--- src/rtl/cpu_glue_pkg.sv ---
package cpu_glue_pkg;

  // Status byte bit positions as driven by the processor.
  localparam int SB_INT_ACK  = 0;
  localparam int SB_WR_OUT   = 1;
  localparam int SB_STACK    = 2;
  localparam int SB_HALT_ACK = 3;
  localparam int SB_OUT      = 4;
  localparam int SB_FETCH    = 5;
  localparam int SB_INP      = 6;
  localparam int SB_MEM_RD   = 7;
  localparam int STAT_W      = 8;

  // Output driver groups.
  localparam int GRP_ADDR = 0;
  localparam int GRP_DOUT = 1;
  localparam int GRP_STAT = 2;
  localparam int GRP_CMD  = 3;
  localparam int NUM_GRP  = 4;

  typedef struct packed {
    logic mem_rd;
    logic inp;
    logic fetch;
    logic out;
    logic halt_ack;
    logic stack;
    logic wr_out;
    logic int_ack;
  } status_t;

endpackage

--- src/rtl/glue_rst_sync.sv ---
module glue_rst_sync #(
  parameter int STAGES = 2
) (
  input  logic clk,
  input  logic rst_n,
  output logic rst_out_n
);
  logic [STAGES-1:0] sh_q;
  logic [STAGES-1:0] sh_nxt;

  always_comb begin
    sh_nxt = {sh_q[STAGES-2:0], 1'b1};
  end

  always_ff @(posedge clk or negedge rst_n) begin
    if (!rst_n) sh_q <= '0;
    else        sh_q <= sh_nxt;
  end

  assign rst_out_n = sh_q[STAGES-1];
endmodule

--- src/rtl/glue_status_latch.sv ---
module glue_status_latch #(
  parameter int W = 8
) (
  input  logic         clk,
  input  logic         rst_n,
  input  logic         cap_en,
  input  logic [W-1:0] bus_d,
  output logic [W-1:0] stat_q
);
  logic [W-1:0] stat_nxt;

  always_comb begin
    stat_nxt = stat_q;
    if (cap_en) stat_nxt = bus_d;
  end

  always_ff @(posedge clk or negedge rst_n) begin
    if (!rst_n) stat_q <= '0;
    else        stat_q <= stat_nxt;
  end
endmodule

--- src/rtl/glue_req_sync.sv ---
module glue_req_sync #(
  parameter int WIDTH  = 2,
  parameter int STAGES = 2
) (
  input  logic             clk,
  input  logic             rst_n,
  input  logic             adv_en,
  input  logic [WIDTH-1:0] req_in,
  output logic [WIDTH-1:0] req_out
);
  logic [WIDTH-1:0] chain_q [STAGES];
  logic [WIDTH-1:0] out_nxt;

  for (genvar s = 0; s < STAGES; s++) begin : g_stage
    logic [WIDTH-1:0] stg_nxt;
    if (s == 0) begin : g_first
      always_comb stg_nxt = req_in;
    end else begin : g_rest
      always_comb stg_nxt = chain_q[s-1];
    end
    always_ff @(posedge clk or negedge rst_n) begin
      if (!rst_n) chain_q[s] <= '0;
      else        chain_q[s] <= stg_nxt;
    end
  end

  always_comb begin
    out_nxt = req_out;
    if (adv_en) out_nxt = chain_q[STAGES-1];
  end

  always_ff @(posedge clk or negedge rst_n) begin
    if (!rst_n) req_out <= '0;
    else        req_out <= out_nxt;
  end
endmodule

--- src/rtl/glue_input_gate.sv ---
module glue_input_gate #(
  parameter int          PORT_W     = 8,
  parameter logic [7:0]  SENSE_PORT = 8'hFF
) (
  input  logic              bus_rd,
  input  logic              hold_ack,
  input  logic              run_mode,
  input  logic              step_mode,
  input  logic              inp_flag,
  input  logic [PORT_W-1:0] io_port,
  output logic              din_en,
  output logic              ssw_dis
);
  localparam logic [PORT_W-1:0] PORT_MATCH = PORT_W'(SENSE_PORT);

  logic proc_wants;
  logic panel_lets;

  always_comb begin
    ssw_dis    = inp_flag && (io_port == PORT_MATCH);
    proc_wants = bus_rd || hold_ack;
    panel_lets = run_mode || step_mode;
    din_en     = proc_wants && panel_lets && !ssw_dis;
  end
endmodule

--- src/rtl/cpu_bus_glue.sv ---
module cpu_bus_glue
  import cpu_glue_pkg::*;
#(
  parameter int         DATA_W      = STAT_W,
  parameter int         PORT_W      = 8,
  parameter logic [7:0] SENSE_PORT  = 8'hFF,
  parameter int         SYNC_STAGES = 2,
  parameter int         RST_STAGES  = 2
) (
  input  logic               clk,
  input  logic               rst_n,
  input  logic               ph1_stb,
  input  logic               ph2_stb,
  input  logic               cpu_sync,
  input  logic               cpu_dbin,
  input  logic               cpu_hlda,
  input  logic [DATA_W-1:0]  cpu_data,
  input  logic [PORT_W-1:0]  io_port,
  input  logic               run_mode,
  input  logic               step_mode,
  input  logic               ext_ready,
  input  logic               ext_hold,
  input  logic [NUM_GRP-1:0] group_dis,
  output logic [DATA_W-1:0]  status_q,
  output logic               din_en,
  output logic               ssw_dis,
  output logic               ready_sync,
  output logic               hold_sync,
  output logic [NUM_GRP-1:0] group_oe
);
  localparam int REQ_W = 2;

  logic             rst_int_n;
  logic             cap_en;
  logic [REQ_W-1:0] req_raw;
  logic [REQ_W-1:0] req_al;

  glue_rst_sync #(.STAGES(RST_STAGES)) u_rst (
    .clk       (clk),
    .rst_n     (rst_n),
    .rst_out_n (rst_int_n)
  );

  assign cap_en = cpu_sync && ph1_stb;

  glue_status_latch #(.W(DATA_W)) u_stat (
    .clk    (clk),
    .rst_n  (rst_int_n),
    .cap_en (cap_en),
    .bus_d  (cpu_data),
    .stat_q (status_q)
  );

  glue_input_gate #(.PORT_W(PORT_W), .SENSE_PORT(SENSE_PORT)) u_gate (
    .bus_rd    (cpu_dbin),
    .hold_ack  (cpu_hlda),
    .run_mode  (run_mode),
    .step_mode (step_mode),
    .inp_flag  (status_q[SB_INP]),
    .io_port   (io_port),
    .din_en    (din_en),
    .ssw_dis   (ssw_dis)
  );

  assign req_raw = {ext_hold, ext_ready};

  glue_req_sync #(.WIDTH(REQ_W), .STAGES(SYNC_STAGES)) u_req (
    .clk     (clk),
    .rst_n   (rst_int_n),
    .adv_en  (ph2_stb),
    .req_in  (req_raw),
    .req_out (req_al)
  );

  assign ready_sync = req_al[0];
  assign hold_sync  = req_al[1];

  for (genvar g = 0; g < NUM_GRP; g++) begin : g_grp
    assign group_oe[g] = !group_dis[g];
  end
endmodule

--- config.mk ---
export PLATFORM = sky130hd
export DESIGN_NAME = cpu_bus_glue
export DESIGN_NICKNAME = d
export VERILOG_FILES = /design/src/rtl/cpu_glue_pkg.sv /design/src/rtl/glue_rst_sync.sv /design/src/rtl/glue_status_latch.sv /design/src/rtl/glue_req_sync.sv /design/src/rtl/glue_input_gate.sv /design/src/rtl/cpu_bus_glue.sv
export SDC_FILE = /design/constraint.sdc
export NUM_CORES = 1
export LEC_CHECK = 0
export ABC_AREA = 1
export CORE_AREA = 10 10 47 49
export CTS_BUF_LIST = sky130_fd_sc_hd__clkbuf_4
export DETAILED_ROUTE_END_ITERATION = 8
export DIE_AREA = 0 0 57 59
export DONT_BUFFER_PORTS = 1
export GPL_TIMING_DRIVEN = 0
export SETUP_SLACK_MARGIN = 0.1
export SYNTH_ARGS = -nofsm -noshare
export SYNTH_HDL_FRONTEND = slang
export SYNTH_SLANG_ARGS = --single-unit
--- constraint.sdc ---
create_clock -name clk -period 0.8 [get_ports clk]
set_input_delay 0 -clock clk [delete_from_list [all_inputs] [get_ports clk]]
set_output_delay 0 -clock clk [all_outputs]
set_load 0.02 [all_outputs]
# Word-level counts from Yosys, hierarchy flattened
# Index checks and enable logic that the tools add are counted.
dict set report totals {
  out_inout_bits 16
  ff_bits 16
  in_bits 31
  wordCells 17
}
dict set report op_classes {
  n_eq_ne 1
  reduce_logical 11
}
# cell count
set op_table {}
lappend op_table {{$eq A8 B8 Y1 const B} 1}
lappend op_table {{$logic_not A1 Y1} 5}
lappend op_table {{$logic_and A1 B1 Y1} 4}
lappend op_table {{$logic_or A1 B1 Y1} 2}

# Depth between registers and ports, before layout
dict set report logic_depth {
  word_depth 4
  ltp_mapped 5
  ltp_nobuf 5
}

# Modules after synthesis
# A second synthesis with hierarchy kept.
dict set report unflattened {
  hier_cells 71
  hier_area_um2 615.6
}
# module n_inst seq_area_each_um2 area_per_inst_um2 cells_per_inst
set modules_own_cells {}
lappend modules_own_cells {glue_status_latch 1 200.2 305.3 34}
lappend modules_own_cells {glue_req_sync 1 150.1 176.4 13}
lappend modules_own_cells {glue_input_gate 1 0.0 57.6 15}
lappend modules_own_cells {glue_rst_sync 1 50.0 53.8 3}
lappend modules_own_cells {cpu_bus_glue 1 0.0 22.5 6}

# Worst setup path after synthesis
# Ideal clock, no wire load.
dict set report synth_timing {
  path_kind {register to register}
  start {register, netlist name u_req.req_out[0]}
  end {register u_req.req_out[0]}
  path_slack_ns -0.026
  synth_period_minus_slack_ns 0.826
  n_path_buf 0
  path_stages_with_launch 2
  setup_ns 0.125
  arrival_ns 0.701
  required_ns 0.675
  cell_sequence {dfrtp_1 mux2_2}
}
# item line_no
set synth_rtl {}
lappend synth_rtl {{to (signal assigned)} glue_req_sync.sv:34} ;# else req_out <= out_nxt;
lappend synth_rtl {{to (decl)} glue_req_sync.sv:9} ;# output logic [WIDTH-1:0] req_out

# Final worst setup path
dict set report layout_timing {
  start {register u_stat.stat_q[6]}
  end {output port din_en}
}
dict set report layout_via {
  elab_chain_len 3
}
# item line_no
set layout_rtl {}
lappend layout_rtl {{from (decl)} glue_status_latch.sv:8} ;# output logic [W-1:0] stat_q
lappend layout_rtl {{from (signal assigned)} glue_status_latch.sv:19} ;# else stat_q <= stat_nxt;
lappend layout_rtl {{$logic_and A1 B1 Y1} glue_input_gate.sv:20} ;# ssw_dis = inp_flag && (io_port == PORT_MATCH);
lappend layout_rtl {{$logic_not A1 Y1} glue_input_gate.sv:23} ;# din_en = proc_wants && panel_lets && !ssw_dis;
lappend layout_rtl {{$logic_and A1 B1 Y1} glue_input_gate.sv:23}
lappend layout_rtl {{to (decl)} cpu_bus_glue.sv:25} ;# output logic din_en,
# No other way between the ends.

==> flow_summary.json <==
{
  "yosysMostFrequentCell": "nand2_1",
  "ys_ff_latch": 16,
  "yosys_warnings": 0,
  "maxSlewViolCount": 0,
  "crit_path_end_kind": "primary output",
  "first_pass_iters": 4,
  "grt_remaining_overflow": 0,
  "async_flop_share": 1.00,
  "finalSetupViolCount": 5,
  "leakagePower_nw": 0.445,
  "netlist.area_leader.share": 0.625,
  "cts_root_buf": "clkbuf_4",
  "drt_iter0_drc": 19,
  "intPower_w": 0.00121,
  "groute.layer.met3.usage": 0.0644,
  "p_total_w": 0.00170,
  "antenna_found_initial": 0,
  "start_util": 0.457,
  "crit_fanout": 2,
  "hold_depth": 3,
  "cp.arrival_ps": 1020,
  "die_h_um": 59,
  "skew_ps": 7.20,
  "dieArea_um2": 3360,
  "busiest_layer": "met2",
  "power_frac_comb": 0.144,
  "clock_power_share": 0.253,
  "fin_ws_ps": -218,
  "cts_htree_levels": 1,
  "p_switching_w": 0.000493,
  "syn_avg_cell_area_um2": 9.71,
  "grt_pass1_wl_um": 2500,
  "synth-main-ff-cell": "dfrtp_1",
  "hold_class": "in2reg",
  "post_synth_main_area_contributors": "dfrtp_1 63%, nand2_1 12%, nand3_1 7.0%",
  "finalHoldViolations": 2,
  "synth_common_cells": "21 x nand2_1, 16 x dfrtp_1, 9 x nand3_1",
  "fmax_ghz": 0.982,
  "seq_area_frac_synth": 0.625,
  "vias": 512,
  "core_area_um2": 1400,
  "path_class": "reg2out",
  "worstPathRequired_ps": 800,
  "syn_to_final_growth_pct": 38.7,
  "yosys.area.top_type": "dfrtp_1",
  "antenna_cells": 0,
  "grt_use_met1": 0.0879,
  "ios": 47,
  "cts.path.max_buffers": 2,
  "gp_congestion": 0.575,
  "drcViolationCount": 0,
  "synth_area_um2": 641,
  "nNetsFinal": 120,
  "num_rows": 14,
  "timing.final.crit_period_ps": 1020,
  "fin_crit_sh": 1.27,
  "drv_cap": 0,
  "synth-edff-count": 0,
  "use_met2": 0.144,
  "grt_max_degree": 15,
  "numPortBuffers": 0,
  "path_clk_slew_ps": 100,
  "swShare": 0.290,
  "pwr-share-seq": 0.603,
  "status": "complete, but fails checks",
  "vdd_ir_drop_max_v": 0.00116,
  "wl_um": 1590,
  "dp.cells": 82,
  "hpwl_um": 1140,
  "die_w_um": 57,
  "clock_latency_ps": 280,
  "grt_pass1_vias": 520,
  "hold_ws_ps": -16.5,
  "postRouteAntennaNets": 0,
  "syn_nets": 97,
  "ys_types": 10,
  "power_density_nw_per_um2": 1910,
  "startpoint_type": "register",
  "clock_sinks": 16,
  "drive_gt1_frac": 0.284,
  "drt-wirelength-per-cell_um": 15.3,
  "track_usage": 0.0904,
  "ff2ff_path_depth": 1,
  "cts_tree": "built",
  "final_cells": 104,
  "cts_buffers": 3,
  "violations": "negative hold slack, negative setup slack",
  "syn_inst": 66,
  "viasPerCell": 4.92,
  "rsz0062_at_grt": "true"
}
[power by group through the flow]
stage,clock network (W),registers [W],logic [W]
floorplan,0,0.00101,0.000138
global placement,0,0.00103,0.000151
detailed placement,0,0.00104,0.000155
CTS,0.000425,0.00103,0.000219
global route,0.000488,0.00104,0.000270
finish,0.000429,0.00102,0.000245
[state kept, by name, indices dropped and copies added (netlist names)]
name	cells
u_req.req_out	2
u_req.chain_q	2
u_rst.sh_q	2
u_stat.stat_q	8
u_req.g_stage.stg_nxt	2
[routing by layer]
layer / wire length, um / part of all wire
met1: 509 / 0.32
met4: 11 / 0.0069
met2: 784 / 0.49
met3: 286 / 0.18
met5: 0 / 0
[cells in the final DEF (no fill, tap or decap), drive strengths merged]
cell / instances
nor2: 5
inv: 8
clkbuf: 3
mux2: 2
dlygate4sd3: 17
buf: 4
nand2: 22
clkinv: 1
nand3: 9
conb: 1
dfrtp: 16
[final timing paths]
path,slack (ps),endpoint,startpoint
max,-220,din_en,u_stat.stat_q[6]
min,-20,u_stat.stat_q[0],ph1_stb
max reg2reg,-40,u_req.req_out[1],u_req.req_out[1]
min reg2reg,140,u_stat.stat_q[3],u_rst.sh_q[1]
max in group asynchronous,190,u_rst.sh_q[1],rst_n
min in group asynchronous,140,u_stat.stat_q[3],u_rst.sh_q[1]
[critical path, cell delays in order, from the launching register on]
cell	delay, ps
dfrtp_1	380
nand2_1	60
nor2_1	40
nand3_1	90
nand2_1	70
inv_2	100
[per-stage QoR]
stage               setup TNS [ps]  utilization  setup WS [ps]  cell area [um2]
floorplan                    -26.4            -          -13.2              643
global placement             -52.9        0.473          -28.4              663
detailed placement           -73.2        0.473          -43.9              663
CTS                           -648        0.592           -232              830
global route                  -916        0.634           -331              888
finish                        -599        0.634           -218              888
[cell type report]
class	instances	area, um2
Fill cell	121	513
Sequential cell	16	413
Multi-Input combinational cell	39	188
Timing Repair Buffer	18	178
Buffer	3	33.8
Inverter	8	30.0
Clock buffer	3	22.5
Tap cell	16	20.0
Clock inverter	1	3.75
[timing repair]
| action | 4_1_cts | 5_1_grt |
|---|---|---|
| hold buffers | 12 | 5 |
| endpoints found under the setup margin | 21 | 36 |
| endpoints found under the hold margin | 14 | 7 |
| gates resized for setup | 9 | 4 |
| buffers inserted | 1 | 0 |
| pin swaps | 3 | 9 |
[cell families (layout without fill, tap and decap cells)]
kind of cell           Yosys count  after routing  synth area share
AND/OR/NAND/NOR                 36             36             0.240
multiplexers                     2              2            0.0352
flip-flops                      16             16             0.625
other                            1              1           0.00585
buffers and inverters           11             33            0.0938
(Power assumes the default switching activity.)
